`src/rtl/apx_div_pkg.sv`:
```
package apx_div_pkg;

    localparam int MODE_EXACT   = 0;
    localparam int MODE_REPLACE = 1;
    localparam int MODE_TRUNC   = 2;

    localparam int SHAPE_VERT   = 0;
    localparam int SHAPE_HORZ   = 1;
    localparam int SHAPE_SQUARE = 2;
    localparam int SHAPE_TRI    = 3;

    typedef enum logic [1:0] {
        CELL_EXACT  = 2'd0,
        CELL_APPROX = 2'd1,
        CELL_GONE   = 2'd2
    } cell_kind_e;

    // lvl counts rows from the bottom (lvl 0 forms quotient bit 0),
    // col counts cells from the least significant end of a row.
    function automatic cell_kind_e cell_kind(input int mode, input int shape,
                                             input int depth, input int lvl,
                                             input int col);
        logic hit;
        case (shape)
            SHAPE_VERT:   hit = (col < depth);
            SHAPE_HORZ:   hit = (lvl < depth);
            SHAPE_SQUARE: hit = (col < depth) && (lvl < depth);
            SHAPE_TRI:    hit = (lvl + col) < depth;
            default:      hit = 1'b0;
        endcase
        if (mode == MODE_EXACT || !hit) return CELL_EXACT;
        if (mode == MODE_REPLACE) return CELL_APPROX;
        return CELL_GONE;
    endfunction

endpackage

```
`src/rtl/apx_div_cell.sv`:
```
module apx_div_cell
    import apx_div_pkg::*;
#(
    parameter cell_kind_e KIND      = CELL_EXACT,
    parameter int         CELL_TYPE = 1
) (
    input  logic a,
    input  logic b,
    input  logic ctrl,
    input  logic bin,
    output logic d,
    output logic bo
);

    if (KIND == CELL_GONE) begin : g_gone
        logic unused_in;
        assign unused_in = ^{b, ctrl, bin};
        assign d  = a;
        assign bo = 1'b0;
    end else begin : g_live
        logic bx;
        logic bo_full;
        assign bx      = b ^ ctrl;
        assign bo_full = (~a & bx) | (~(a ^ bx) & bin);

        if (KIND == CELL_EXACT) begin : g_exact
            assign d  = a ^ bx ^ bin;
            assign bo = bo_full;
        end else if (CELL_TYPE == 1) begin : g_t1
            // borrow kept, difference collapsed to an OR
            assign d  = (a ^ bx) | bin;
            assign bo = bo_full;
        end else if (CELL_TYPE == 2) begin : g_t2
            // difference kept, borrow no longer ripples through
            logic unused_chain;
            assign unused_chain = bo_full;
            assign d  = a ^ bx ^ bin;
            assign bo = ~a & bx;
        end else begin : g_t3
            // borrow kept, difference picked by the incoming borrow
            assign d  = bin ? ~a : (a ^ bx);
            assign bo = bo_full;
        end
    end

endmodule

```
`src/rtl/apx_div_row.sv`:
```
module apx_div_row
    import apx_div_pkg::*;
#(
    parameter int N         = 4,
    parameter int ROW       = 0,
    parameter int MODE      = 0,
    parameter int SHAPE     = 0,
    parameter int DEPTH     = 0,
    parameter int CELL_TYPE = 1
) (
    input  logic [N:0]   a,
    input  logic [N-1:0] y,
    input  logic         ctrl,
    output logic [N:0]   d
);

    localparam int LVL = N - 1 - ROW;

    logic [N+1:0] bw;
    assign bw[0] = ctrl;

    for (genvar j = 0; j <= N; j++) begin : g_col
        localparam cell_kind_e K = cell_kind(MODE, SHAPE, DEPTH, LVL, j);
        logic bbit;
        if (j < N) begin : g_ybit
            assign bbit = y[j];
        end else begin : g_pad
            assign bbit = 1'b0;
        end
        apx_div_cell #(
            .KIND      (K),
            .CELL_TYPE (CELL_TYPE)
        ) u_cell (
            .a    (a[j]),
            .b    (bbit),
            .ctrl (ctrl),
            .bin  (bw[j]),
            .d    (d[j]),
            .bo   (bw[j+1])
        );
    end

    logic unused_top;
    assign unused_top = bw[N+1];

endmodule

```
`src/rtl/apx_div_fix.sv`:
```
module apx_div_fix #(
    parameter int N = 4
) (
    input  logic [N:0]   part,
    input  logic [N-1:0] y,
    output logic [N-1:0] r
);

    always_comb begin
        if (part[N]) r = part[N-1:0] + y;
        else         r = part[N-1:0];
    end

endmodule

```
`src/rtl/apx_div_array.sv`:
```
module apx_div_array
    import apx_div_pkg::*;
#(
    parameter int N         = 4,
    parameter int MODE      = MODE_EXACT,
    parameter int SHAPE     = SHAPE_VERT,
    parameter int DEPTH     = 0,
    parameter int CELL_TYPE = 1
) (
    input  logic [2*N-1:0] dividend,
    input  logic [N-1:0]   divisor,
    output logic [N-1:0]   quot,
    output logic [N-1:0]   rem
);

    localparam bit BAD_CFG = (N < 2) || (MODE < 0) || (MODE > 2) ||
                             (SHAPE < 0) || (SHAPE > 3) ||
                             (CELL_TYPE < 1) || (CELL_TYPE > 3) ||
                             (DEPTH < 0) || (DEPTH > N - 1);

    if (BAD_CFG) begin : g_bad_cfg
        $error("apx_div_array: illegal MODE/SHAPE/DEPTH/CELL_TYPE combination");
    end

    logic [N:0] part [1:N];

    for (genvar k = 0; k < N; k++) begin : g_row
        logic [N:0] a_in;
        logic       ctrl;
        if (k == 0) begin : g_first
            assign a_in = {dividend[2*N-1:N], dividend[N-1]};
            assign ctrl = 1'b0;
        end else begin : g_next
            assign a_in = {part[k][N-1:0], dividend[N-1-k]};
            assign ctrl = part[k][N];
        end
        apx_div_row #(
            .N         (N),
            .ROW       (k),
            .MODE      (MODE),
            .SHAPE     (SHAPE),
            .DEPTH     (DEPTH),
            .CELL_TYPE (CELL_TYPE)
        ) u_row (
            .a    (a_in),
            .y    (divisor),
            .ctrl (ctrl),
            .d    (part[k+1])
        );
        assign quot[N-1-k] = ~part[k+1][N];
    end

    apx_div_fix #(.N(N)) u_fix (
        .part (part[N]),
        .y    (divisor),
        .r    (rem)
    );

endmodule

```
`config.mk`:
```
export PLATFORM = sky130hd
export DESIGN_NAME = apx_div_array
export DESIGN_NICKNAME = d
export VERILOG_FILES = /design/src/rtl/apx_div_pkg.sv /design/src/rtl/apx_div_cell.sv /design/src/rtl/apx_div_row.sv /design/src/rtl/apx_div_fix.sv /design/src/rtl/apx_div_array.sv
export SDC_FILE = /design/constraint.sdc
export NUM_CORES = 1
export LEC_CHECK = 0
export BUFFER_PORTS_ARGS = -buffer_cell sky130_fd_sc_hd__buf_2
export CAP_MARGIN = 40
export CORE_MARGIN = 2
export CORE_UTILIZATION = 45
export DETAILED_ROUTE_END_ITERATION = 8
export PLACE_DENSITY = 0.84
export SYNTH_ARGS = -nofsm -noshare
export SYNTH_HDL_FRONTEND = slang
export SYNTH_SLANG_ARGS = --single-unit
```
`constraint.sdc`:
```
create_clock -name vclk -period 6.85
set_clock_uncertainty 0.05 [all_clocks]
set_input_delay 0.3425 -clock vclk [all_inputs]
set_output_delay 0.3425 -clock vclk [all_outputs]
set_load 0.01 [all_outputs]
```
==> summary.txt <==
Placement
  – Port Buf Inserts: 20
  – Final HPWL DP: 1.28 mm
  – Setup Slack @ Placement: -0.613 ns
  – Global placement routability congestion: 0.773

CTS
  – Post-CTS Hold Buffers: 0

STA
  – Final setup vio count: 5
  – Slew Limit Fails: 0
  – Maximum clock rate: 136 MHz
  – Tightest Pin Transition: 0.234 ns
  – Fin crit period: 7.36 ns
  – Slew margin rel.: 84.4%
  – Fin crit share: 107%
  – Final Hold Fails: 0
  – Fin worst setup slack: -0.506 ns
  – RSZ-0062 raised after global routing: true
  – Setup_tns: -2.29 ns

Synthesis
  – Top post-synthesis cells by count: 16 x inv_1, 13 x fa_1, 13 x xnor2_1
  – Top cell type's share of synthesized area: 38.0%
  – Avg Inst Size Synth: 10.1 µm²
  – Cells taking the most area after synthesis: fa_1 38%, xnor2_1 17%, inv_1 8.8%, xor2_1 7.7%, ha_1 7.3%
  – Count leader, synth: inv_1
  – Synth warn: 0
  – Gate Count Post-Synth: 68
  – Syn Std Cell Area: 686 µm²
  – Netlist cell types: 17
  – Top cell type by total area after synthesis: fa_1
  – Post-synthesis sequential area ratio: 0%
  – Syn Nets: 97

Final layout
  – Synth-to-layout area growth: 68.6%
  – FFs & Latches: 0
  – Layout net count: 136
  – Layout cells sized above 1: 76.2%
  – Ant diodes: 0
  – Clock Buffer Count: 0
  – Register area: 0 µm²

Setup path
  – Crit path largest cell delay: 0.54 ns
  – CP max-delay cell: fa_2
  – Setup CP Type: primary input to output pin
  – CP Data Required Time: 6.46 ns
  – Crit path top cell by count: fa_2
  – CP endpoint kind: output pin
  – Type of origin of the critical path: primary input
  – Crit Path Max Fanout: 4
  – Critical path arrival: 6.96 ns

Drt
  – DRC: 0
  – DR pass1 iterations: 2
  – Vias per cell: 4.52
  – Routed via count: 547
  – Overall routed net length: 1.46 mm
  – WL/cell: 12.1 µm
  – Final ANT Viol Nets: 0
  – DR iter-0 viols: 2

Status
  – Failing checks: negative setup slack
  – Outcome: complete, but fails checks

Global route
  – First-pass GRT wire length: 2.53 mm
  – Initial antenna violation count: 0
  – GRT Total Usage: 18.2%
  – Vias in the first global route: 634
  – Largest net degree at the start of global routing: 8
  – Total gr overflow: 0

Die
  – Chip height: 43.0 µm
  – Core ar.: 1470 µm²
  – Rows: 14
  – Ports: 20
  – Die area: 1850 µm²
  – Initial core utilization: 46.6%
  – Die X: 43.0 µm

Min path
  – Worst min path class: primary input to output pin

Run
  – Max-cap violations: 0
[layout by cell type (no fill, tap or decap)]
cell type	synthesis	final
ha_4	0	2
xor2_1	6	2
inv_12	0	1
xnor2_4	1	2
nand2_2	1	3
buf_6	0	2
nand2_1	3	1
mux2_4	0	2
xnor2_1	13	6
mux2i_2	0	1
ha_1	4	2
xnor2_2	1	7
buf_2	1	18
fa_1	13	1
xor2_4	0	1
fa_2	0	12
xor2_2	0	3
inv_1	16	10
buf_4	0	17
a21oi_4	0	1
a21o_1	1	1
o21ai_1	0	1
xnor3_2	1	1
o21ai_0	2	1
inv_2	1	6
buf_8	0	1
[per-stage QoR]
stage / cells / util [%] / instance area, µm² / hold slack [ns]
detailed placement: 117 / 71.7 / 1050 / 1.10
global placement: 117 / 71.7 / 1050 / 1.10
global route: 121 / 78.6 / 1160 / 1.14
CTS: 120 / 75.3 / 1110 / 1.10
finish: 121 / 78.6 / 1160 / 1.12
floorplan: 68 / - / 835 / 0.832
[repair_timing]
item / CTS / global route
setup buffers: 3 / 1
endpoints found under the setup margin: 5 / 5
resized for setup: 9 / 6
pin swaps: 4 / 7
[area by class of cell]
class                      instances  area, µm²
fill                              95        315
tap                               16       20.0
multi-input combinational         50        805
timing repair buffer              38        255
inverter                          17       76.3
[worst max-delay path: cells and delay by family]
| family | cells | cell delay (ns) |
|---|---|---|
| adder cells (fa/ha/maj) | 13 | 3.97 |
| AND/OR/NAND/NOR | 1 | 0.08 |
| multiplexers | 2 | 0.56 |
| AO/OA/AOI/OAI | 1 | 0.16 |
| buffers and inverters | 8 | 0.55 |
| XOR/XNOR | 8 | 1.29 |
[routing by layer]
metal / GRT usage, % / up-vias / share of wire, %
li1: - / 268 / -
met4: 0 / 0 / 0
met3: 0 / 0 / 2.1
met5: 0 / - / 0
met1: 18.3 / 268 / 37
met2: 41.8 / 11 / 61
[path summary, 6_finish.rpt]
| kind | from | endpoint | slack, ns | depth (start not counted) |
|---|---|---|---|---|
| worst max-delay path | dividend[3] | rem[3] | -0.51 | 33 |
| worst min-delay path | divisor[3] | rem[3] | 1.12 | 5 |
[kinds of logic after synthesis]
logic type / share of synthesized area (%)
AO/OA/AOI/OAI: 3.28
XOR/XNOR: 34.1
adder cells (fa/ha/maj): 45.3
buffers and inverters: 10.0
multiplexers: 4.74
AND/OR/NAND/NOR: 2.56
Power is not shown: default switching activity piles up to over one toggle a cycle in this logic, so the estimate is an artifact.
